===== config.mk =====
export PLATFORM = sky130hd
export DESIGN_NAME = fp32_to_fp16
export DESIGN_NICKNAME = d
export VERILOG_FILES = /design/src/rtl/fp16c_pkg.sv /design/src/rtl/fp16c_unpack.sv /design/src/rtl/fp16c_round.sv /design/src/rtl/fp32_to_fp16.sv
export SDC_FILE = /design/constraint.sdc
export NUM_CORES = 1
export LEC_CHECK = 0
export ABC_AREA = 1
export BUFFER_PORTS_ARGS = -buffer_cell sky130_fd_sc_hd__buf_2
export CAP_MARGIN = 20
export CORE_MARGIN = 3
export CORE_UTILIZATION = 60
export CTS_CLUSTER_SIZE = 12
export DETAILED_ROUTE_END_ITERATION = 8
export PLACE_DENSITY = 0.82
export SYNTH_ARGS = -nofsm -noshare
export SYNTH_HDL_FRONTEND = slang
export SYNTH_HIERARCHICAL = 1
export SYNTH_SLANG_ARGS = --single-unit

===== constraint.sdc =====
create_clock -name clk -period 3.9 [get_ports clk]
set_input_delay 0.195 -clock clk [delete_from_list [all_inputs] [get_ports clk]]
set_output_delay 0.195 -clock clk [all_outputs]
set_load 0.02 [all_outputs]

===== src/rtl/fp16c_pkg.sv =====
// Shared format constants and the stage-one record for the converter.
// Assumes IEEE 754 single and half precision field layouts.
package fp16c_pkg;

    localparam int SP_W         = 32;
    localparam int SP_EXP_W     = 8;
    localparam int SP_FRAC_W    = 23;
    localparam int SP_BIAS      = 127;
    localparam int HP_W         = 16;
    localparam int HP_EXP_W     = 5;
    localparam int HP_FRAC_W    = 10;
    localparam int HP_BIAS      = 15;

    localparam int BIAS_GAP     = SP_BIAS - HP_BIAS;          // 112
    localparam int FRAC_DROP    = SP_FRAC_W - HP_FRAC_W;      // 13
    localparam int HP_EXP_MAX   = (1 << HP_EXP_W) - 1;        // 31
    localparam int NORM_TOP     = BIAS_GAP + HP_EXP_MAX - 1;  // 142
    localparam int SUB_SHIFT_MAX = HP_FRAC_W + 2;             // 12
    localparam int SUB_FLOOR    = BIAS_GAP + 1 - SUB_SHIFT_MAX; // 101
    localparam int MANT_W       = SP_FRAC_W + 1;
    localparam int SH_W         = $clog2(MANT_W + 2);

    // Aligned magnitude before rounding, with its rounding bits.
    typedef struct packed {
        logic                sign;
        logic [HP_W-2:0]     body;
        logic                guard;
        logic                sticky;
    } hp_pre_t;

endpackage


===== src/rtl/fp16c_unpack.sv =====
// Classifies a single-precision word and aligns it into half-precision
// exponent/fraction form with guard and sticky bits. Purely combinational.
// Assumes specials never need rounding, so guard and sticky stay zero for them.
module fp16c_unpack
    import fp16c_pkg::*;
(
    input  logic [SP_W-1:0] word_i,
    output hp_pre_t         pre_o
);

    localparam logic [SP_EXP_W-1:0] E_ALL1  = '1;
    localparam logic [SP_EXP_W-1:0] E_NTOP  = SP_EXP_W'(NORM_TOP);
    localparam logic [SP_EXP_W-1:0] E_GAP   = SP_EXP_W'(BIAS_GAP);
    localparam logic [SP_EXP_W-1:0] E_FLOOR = SP_EXP_W'(SUB_FLOOR);
    localparam logic [HP_EXP_W-1:0] H_ALL1  = '1;

    logic [SP_EXP_W-1:0]  exp_f;
    logic [SP_FRAC_W-1:0] frac_f;
    logic [MANT_W:0]      mant_x;
    logic [SP_EXP_W-1:0]  dsh;
    logic [SH_W-1:0]      sh;
    logic [MANT_W:0]      low_bit;

    assign exp_f  = word_i[SP_W-2 -: SP_EXP_W];
    assign frac_f = word_i[SP_FRAC_W-1:0];
    assign mant_x = {1'b0, 1'b1, frac_f};

    // Denormal right shift: one extra position per exponent step below the window.
    always_comb begin
        dsh = (exp_f <= E_FLOOR) ? SP_EXP_W'(SUB_SHIFT_MAX) : (E_GAP + SP_EXP_W'(1) - exp_f);
        sh  = SH_W'(FRAC_DROP) + SH_W'(dsh);
        low_bit = (MANT_W+1)'(1) << (sh - SH_W'(1));
    end

    // Class decode and alignment of the kept field.
    always_comb begin
        pre_o.sign   = word_i[SP_W-1];
        pre_o.body   = '0;
        pre_o.guard  = 1'b0;
        pre_o.sticky = 1'b0;
        if (exp_f == E_ALL1) begin
            if (frac_f != '0)
                pre_o.body = {H_ALL1, 1'b1, frac_f[SP_FRAC_W-2 -: HP_FRAC_W-1]};
            else
                pre_o.body = {H_ALL1, {HP_FRAC_W{1'b0}}};
        end else if (exp_f == '0) begin
            pre_o.body = '0;
        end else if (exp_f > E_NTOP) begin
            pre_o.body = {H_ALL1, {HP_FRAC_W{1'b0}}};
        end else if (exp_f > E_GAP) begin
            pre_o.body   = {HP_EXP_W'(exp_f - E_GAP), frac_f[SP_FRAC_W-1 -: HP_FRAC_W]};
            pre_o.guard  = frac_f[FRAC_DROP-1];
            pre_o.sticky = |frac_f[FRAC_DROP-2:0];
        end else begin
            pre_o.body   = {{HP_EXP_W{1'b0}}, HP_FRAC_W'(mant_x >> sh)};
            pre_o.guard  = mant_x[sh - SH_W'(1)];
            pre_o.sticky = |(mant_x & (low_bit - (MANT_W+1)'(1)));
        end
    end

endmodule


===== src/rtl/fp16c_round.sv =====
// Round-to-nearest-even increment of an aligned half-precision magnitude.
// A carry out of the fraction moves naturally into the exponent field.
// Assumes the body is at most 0x7BFF whenever guard is set.
module fp16c_round
    import fp16c_pkg::*;
(
    input  hp_pre_t         pre_i,
    output logic [HP_W-1:0] half_o
);

    logic bump;

    // Round up on guard when the discarded tail is above half or the kept lsb is odd.
    always_comb begin
        bump   = pre_i.guard & (pre_i.sticky | pre_i.body[0]);
        half_o = {pre_i.sign, pre_i.body + (HP_W-1)'(bump)};
    end

endmodule


===== src/rtl/fp32_to_fp16.sv =====
// Two-stage single-to-half converter. Stage one registers the classified
// and aligned value, stage two registers the rounded result. Valid rides
// alongside the data; there is no stall. Synchronous active-low reset.
module fp32_to_fp16
    import fp16c_pkg::*;
(
    input  logic            clk,
    input  logic            rst_n,
    input  logic            in_valid,
    input  logic [SP_W-1:0] in_data,
    output logic            out_valid,
    output logic [HP_W-1:0] out_data
);

    hp_pre_t         pre_d;
    hp_pre_t         pre_q;
    logic            s1_valid;
    logic [HP_W-1:0] half_d;

    fp16c_unpack u_unpack (
        .word_i (in_data),
        .pre_o  (pre_d)
    );

    // Stage one: hold the aligned value and its valid flag.
    always_ff @(posedge clk) begin
        if (!rst_n) begin
            s1_valid <= 1'b0;
            pre_q    <= '0;
        end else begin
            s1_valid <= in_valid;
            pre_q    <= pre_d;
        end
    end

    fp16c_round u_round (
        .pre_i  (pre_q),
        .half_o (half_d)
    );

    // Stage two: hold the rounded result and its valid flag.
    always_ff @(posedge clk) begin
        if (!rst_n) begin
            out_valid <= 1'b0;
            out_data  <= '0;
        end else begin
            out_valid <= s1_valid;
            out_data  <= half_d;
        end
    end

    AST_VALID_LATENCY: assert property (@(posedge clk) disable iff (!rst_n)
        ($past(rst_n) && $past(rst_n, 2)) |-> (out_valid == $past(in_valid, 2)));

    AST_SIGN_KEPT: assert property (@(posedge clk) disable iff (!rst_n)
        ($past(rst_n) && $past(rst_n, 2) && $past(in_valid, 2))
        |-> (out_data[HP_W-1] == $past(in_data[SP_W-1], 2)));

    AST_NAN_QUIET: assert property (@(posedge clk) disable iff (!rst_n)
        (out_valid && (&out_data[HP_W-2 -: HP_EXP_W]) && (out_data[HP_FRAC_W-1:0] != '0))
        |-> out_data[HP_FRAC_W-1]);

    AST_ZERO_EXP_IN: assert property (@(posedge clk) disable iff (!rst_n)
        ($past(rst_n) && $past(rst_n, 2) && $past(in_valid, 2)
         && ($past(in_data[SP_W-2 -: SP_EXP_W], 2) == '0))
        |-> (out_data[HP_W-2:0] == '0));

    AST_BIG_TO_INF: assert property (@(posedge clk) disable iff (!rst_n)
        ($past(rst_n) && $past(rst_n, 2) && $past(in_valid, 2)
         && ($past(in_data[SP_W-2 -: SP_EXP_W], 2) > SP_EXP_W'(NORM_TOP))
         && ($past(in_data[SP_W-2 -: SP_EXP_W], 2) != '1))
        |-> (out_data[HP_W-2:0] == 15'h7C00));

    AST_SPECIAL_NO_ROUND: assert property (@(posedge clk) disable iff (!rst_n)
        (s1_valid && (&pre_q.body[HP_W-2 -: HP_EXP_W])) |-> !pre_q.guard);

endmodule


# Word-level counts from Yosys, hierarchy flattened
# Cells that the tools add are included.
dict set report word_totals {
  reg_bits 36
  inputBits 35
  output_inout_bits 17
}
dict set report classes {
  add_sub_neg 6
  n_lt_le_gt_ge 4
  eq_ne 1
  shifts 2
  muxes 8
  bitwise 4
  reduce_logical 5
}
# op n
set ops {}
lappend ops {{$mux 15} 3}
lappend ops {{$and 24x25->25} 1}
lappend ops {{$reduce_or 25->1} 1}
lappend ops {{$shl 1x5->25 const A} 1}
lappend ops {{$sub 25x1->25 const B} 1}
lappend ops {{$shr 24x5->10} 1}
lappend ops {{$reduce_bool 23->1} 1}
lappend ops {{$mux 17} 1}
lappend ops {{$add 15x1->15} 1}
lappend ops {{$reduce_or 12->1} 1}
lappend ops {{$mux 10} 1}
lappend ops {{$eq 8x8->1 const B} 1}
lappend ops {{$gt 8x7->1 const B} 1}
lappend ops {{$gt 8x8->1 const B} 1}
lappend ops {{$le 8x7->1 const B} 1}
lappend ops {{$logic_not 8->1} 1}
lappend ops {{$lt 5x6->1 const B} 1}
lappend ops {{$add 4x5->5 const A} 1}
lappend ops {{$bmux 1 s5} 1}
lappend ops {{$mux 5} 1}
lappend ops {{$sub 5x1->5 const B} 1}
lappend ops {{$sub 5x5->5 const A} 1}
lappend ops {{$sub 5x5->5 const B} 1}
lappend ops {{$reduce_or 4->1} 1}
lappend ops {{4 further kinds} 4}

# Depth between registers and ports, before layout
dict set report logic_depth {
  depth_word 12
  mapped_depth 33
}

# Hierarchy
# The synthesis kept the hierarchy.
# mod instances cells_each area_per_inst_um2 seq_area_each_um2
set by_module_without_submodules {}
lappend by_module_without_submodules {fp16c_unpack 1 625 3010.4 0.0}
lappend by_module_without_submodules {fp32_to_fp16 1 112 1032.2 720.7}
lappend by_module_without_submodules {fp16c_round 1 71 416.6 0.0}

# Worst setup path after synthesis
# OpenSTA, ideal clock, no wires.
dict set report synth_path {
  path_type {input port to flip-flop}
  from {input port in_data[30]}
  to {register pre_q[0] (netlist bit)}
  arrival_time_ps 3484
  required_time_ps 3791
  path_slack_ps 307
  stages 31
  path_cell_list {inv_2 > nand2_1 > nor2_2 > nand3_2 > nand2_4 > nand2_2 > inv_1 > buf_1 > ha_1 > clkbuf_1 > nor2_1 > nand3_1 > inv_1 > nand2_1 > nand2_1 > nor2_1 > nand2_1 > ha_1 > nand2_2 > nor2_4 > nand2_2 > nor2_4 > nand3_1 > nand3_1 > nand2_1 > nor2_1 > nand3_1 > nor2_1 > nor2_1 > nand2_1 > inv_1}
}
dict set report synth_via {
  elab_chain_len 9
  word_cells_on_any_way 14
  classes_between {3 x add/sub; 3 x order compare; 1 x eq/ne; 1 x shift; 2 x mux; 1 x bitwise; 3 x reduce/logical}
}
# item line
set synth_lines {}
lappend synth_lines {{start: declaration} fp32_to_fp16.sv:10} ;# input logic [SP_W-1:0] in_data,
lappend synth_lines {{$le 8x7->1} fp16c_unpack.sv:30} ;# dsh = (exp_f <= E_FLOOR) ? SP_EXP_W'(SUB_SHIFT_MAX) : (E_GAP + SP_EXP_W'(1) - exp_f);
lappend synth_lines {{$mux 5} fp16c_unpack.sv:30}
lappend synth_lines {{$add 4x5->5} fp16c_unpack.sv:31} ;# sh = SH_W'(FRAC_DROP) + SH_W'(dsh);
lappend synth_lines {{$sub 5x1->5} fp16c_unpack.sv:32} ;# low_bit = (MANT_W+1)'(1) << (sh - SH_W'(1));
lappend synth_lines {{$shl 1x5->25} fp16c_unpack.sv:32}
lappend synth_lines {{$sub 25x1->25} fp16c_unpack.sv:57} ;# pre_o.sticky = |(mant_x & (low_bit - (MANT_W+1)'(1)));
lappend synth_lines {{$and 24x25->25} fp16c_unpack.sv:57}
lappend synth_lines {{$reduce_or 25->1} fp16c_unpack.sv:57}
lappend synth_lines {{$mux 17} fp16c_unpack.sv:50} ;# end else if (exp_f > E_GAP) begin
lappend synth_lines {{end signal: assignment} fp32_to_fp16.sv:32} ;# pre_q <= pre_d;
lappend synth_lines {{end: declaration} fp32_to_fp16.sv:16} ;# hp_pre_t pre_q;
# Parallel ways exist; a longest one is shown, timed or not.
# A chain may end at the register's enable or synchronous reset.

# Worst setup path in the final report
# Same ends and word-level chain as after synthesis.

==> summary.txt <==
Flow run
  • Max Cap Viol: 0

Detailed routing
  • Metal-1 WL: 5490 microns
  • DR vias: 5395
  • Routed Antenna Nets: 0
  • Met3 WL post-DR: 1380 microns
  • Drt first pass iters: 8
  • Wirelength per Cell: 14.3 microns
  • DRC viols: 0
  • Uppermost layer routed: met4
  • Final wirelength: 13500 microns
  • Routed length on met2: 6270 microns
  • Routed vias/inst: 5.68
  • First DRT Iteration DRCs: 507

Finish
  • Layout cell share with drive strength beyond 1: 16.2%
  • Fin nets: 898
  • Final-layout fill cell count: 679
  • Layout overhead on the synthesized area: 9.43%
  • Ant diodes: 0
  • Post-layout util: 69.9%
  • Non-Filler Instances: 949
  • Post-layout instance area: 0.00488 sq mm

Critical path
  • Crit-path max FO: 20
  • Worst Path Class, Setup: in -> reg
  • Crit start category: primary input
  • Crit path buf inv count: 6
  • Crit. End Element: register
  • CP max stage delay: 0.29 ns
  • Arr. time, crit path: 3.79 ns
  • WP data required: 4.08 ns
  • R2r startpoint: pre_q[2]
  • Reg2Reg Depth: 8
  • CP top delay family: simple AND/OR/NAND/NOR gates
  • FF-to-FF setup slack: 2.20 ns
  • Worst R2R End: out_data[6]
  • CP max stage cell: nor2_1
  • Critical path origin: in_data[30]

STA
  • Min Tclk post-route: 3.61 ns
  • Slew of the pin with the lowest slew margin: 0.723 ns
  • Hold WS: 0.0949 ns
  • Final hold violations: 0
  • Final period util: 92.5%
  • Fmax: 277 MHz
  • Max-slew violations: 0
  • Setup ws final: 0.293 ns
  • Rel. slew slack: 51.1%
  • Final setup fails: 0
  • Fin Clk Skew: 0.00300 ns

Synthesis
  • Syn Area/Cell: 5.52 sq um
  • Multiplexer area fraction after synthesis: 0%
  • Largest family of logic cells by synthesized area: simple AND/OR/NAND/NOR gates
  • Synth Flop Type: dfxtp_1
  • Sequential-to-total area share from yosys stat: 16.2%
  • Synth Cell Area: 0.00446 sq mm
  • Synth Area in XOR/XNOR: 1.91%
  • Mapped Cells: 808
  • Syn Nets: 853
  • Synth Area in Compound Gates: 17.3%
  • Netlist cell types: 41
  • Post-Synth Adder-Cell Area: 2.81%
  • Flops & latches, synth: 36
  • YS warnings: 6
  • Asr flop ratio synth: 0%
  • EDFF count, synth: 0
  • Post-Synth Simple-Gate Area: 47.2%

Clock tree
  • TritonCTS clock tree: built
  • Root buffer cell: clkbuf_8
  • CTS sink count: 36
  • Hold-fix buffer count after cts: 0
  • CTS Buffer Depth: 2
  • Clock insertion delay at the later pin of the skew report: 0.28 ns
  • Htree depth: 2
  • Cts bufs inserted: 5
  • Clk pin slew, worst setup/hold paths: 0.06 ns

GRT
  • First-pass GRT wire length: 21900 microns
  • Largest net degree at the start of global routing: 38
  • Total global routing overflow: 0
  • Vias in the first global route: 4744
  • Initial antenna violation count: 0
  • Total track usage: 31.2%

Placed design
  • HPWL after DPL: 10900 microns
  • IO buf count: 51
  • Dpl ws: -0.00745 ns
  • Routability congestion estimate: 1.04
  • Post-DP Area: 0.00474 sq mm
  • Cells after DPL: 938

Power
  • PD cells: 272 mW/mm^2
  • Leak pwr: 2.79 nW
  • Worst VDD drop: 0.129 mV

Floorplan
  • Core area: 0.00698 sq mm
  • Die width: 92.2 microns
  • Starting Density: 63.9%
  • Die area: 0.00850 sq mm
  • Rows: 30
  • I/O pins: 52
  • Die Span Y: 92.2 microns

Worst hold path
  • Worst hold stages: 3
  • HP Class: in -> reg
  • Hold_sp: in_data[31]
  • Hold endpoint: pre_q[17]

Outcome
  • Status: finished clean
==> stage by stage <==
step           total power [mW]   TNS, ns
6_report                   1.33         0
5_1_grt                    1.43   -0.0596
4_1_cts                    1.30         0
3_5_place_dp               1.07  -0.00745
3_3_place_gp               1.06         0
2_1_floorplan             0.908         0
==> per-layer routing <==
layer	vias to the layer above	GRT usage (%)
met4	0	10.8
met5	-	0
met1	2360	39.7
met2	311	54.0
met3	38	4.18
li1	2686	-
==> registers in the layout (all words and copies together) (netlist names) <==
register	cells
out_data	16
out_valid	1
pre_q	18
s1_valid	1
==> cells in the mapped netlist, types with 4 or more instances <==
library cell,number,share of area (%)
nor3_1,4,0.45
or2_2,4,0.56
nor2_4,7,1.8
nand2_1,250,21
nand3_2,5,1.1
ha_1,10,2.8
nand3_1,66,7.4
buf_6,8,2.0
o211ai_1,13,2.2
nor2_1,73,6.1
inv_1,116,9.8
dfxtp_1,36,16
o22ai_1,9,1.3
o21ai_0,73,8.2
nand4_1,14,2.0
nand2_2,18,2.5
nor4_1,6,0.84
nor2_2,12,1.7
inv_2,7,0.59
xor2_1,4,0.79
a21oi_1,18,2.0
clkbuf_1,13,1.1
a32o_1,5,1.1
==> worst reg2reg max path, stage by stage, from the launching register on <==
cell and delay (ns):
dfxtp_1 0.34, o21a_1 0.11, ha_1 0.22, ha_1 0.27, nand3_2 0.17, nor2_4 0.15
xor2_1 0.21, nand2_1 0.09, inv_1 0.08
==> worst max-delay path by stage <==
stage	endpoint	slack, ns	depth (start not counted)
after floorplan	pre_q[0]	0.31	31
after global placement	pre_q[0]	0.15	29
after detailed placement	pre_q[0]	-0.007	29
after CTS	pre_q[0]	0.28	29
after global routing	pre_q[0]	-0.06	31
final	pre_q[0]	0.29	29
==> cells in the final DEF (no fill, tap or decap), types with 13 or more instances in the layout <==
cell type    n
o21ai_0     73
inv_1      116
nor2_1      72
nand4_1     14
nor2_2      13
buf_2       51
buf_4       14
nand2_1    248
nand3_1     66
nand2_2     20
dfxtp_1     36
a21oi_1     18
o211ai_1    13
==> power breakdown <==
group          internal (mW)  switching [mW]  leakage [nW]  total [mW]
sequential             0.390          0.0143         0.296       0.404
clock                  0.121           0.113        0.0410       0.234
combinational          0.227           0.464          2.45       0.691
total                  0.738           0.591          2.79        1.33
==> area by class of cell <==
| class | count | area, sq um | share of cell area (%) |
|---|---|---|---|
| Tap cell | 96 | 120 | 2.46 |
| Clock inverter | 1 | 5.00 | 0.103 |
| Inverter | 126 | 475 | 9.74 |
| Timing Repair Buffer | 66 | 372 | 7.62 |
| Sequential cell | 36 | 721 | 14.8 |
| Clock buffer | 6 | 72.6 | 1.49 |
| Multi-Input combinational cell | 618 | 3110 | 63.8 |
==> logic make-up (layout without fill, tap and decap cells) <==
group / count (synthesis) / after routing
AO/OA/AOI/OAI: 133 / 133
XOR/XNOR: 8 / 8
adder cells (fa/ha/maj): 10 / 10
buffers and inverters: 154 / 199
flip-flops: 36 / 36
AND/OR/NAND/NOR: 467 / 467
==> what timing repair did <==
item / 4_1_cts / 5_1_grt
resized for setup: 0 / 9
setup buffers: 0 / 4
setup endpoints to repair: 0 / 1
Power figures use the tool's default switching activity.
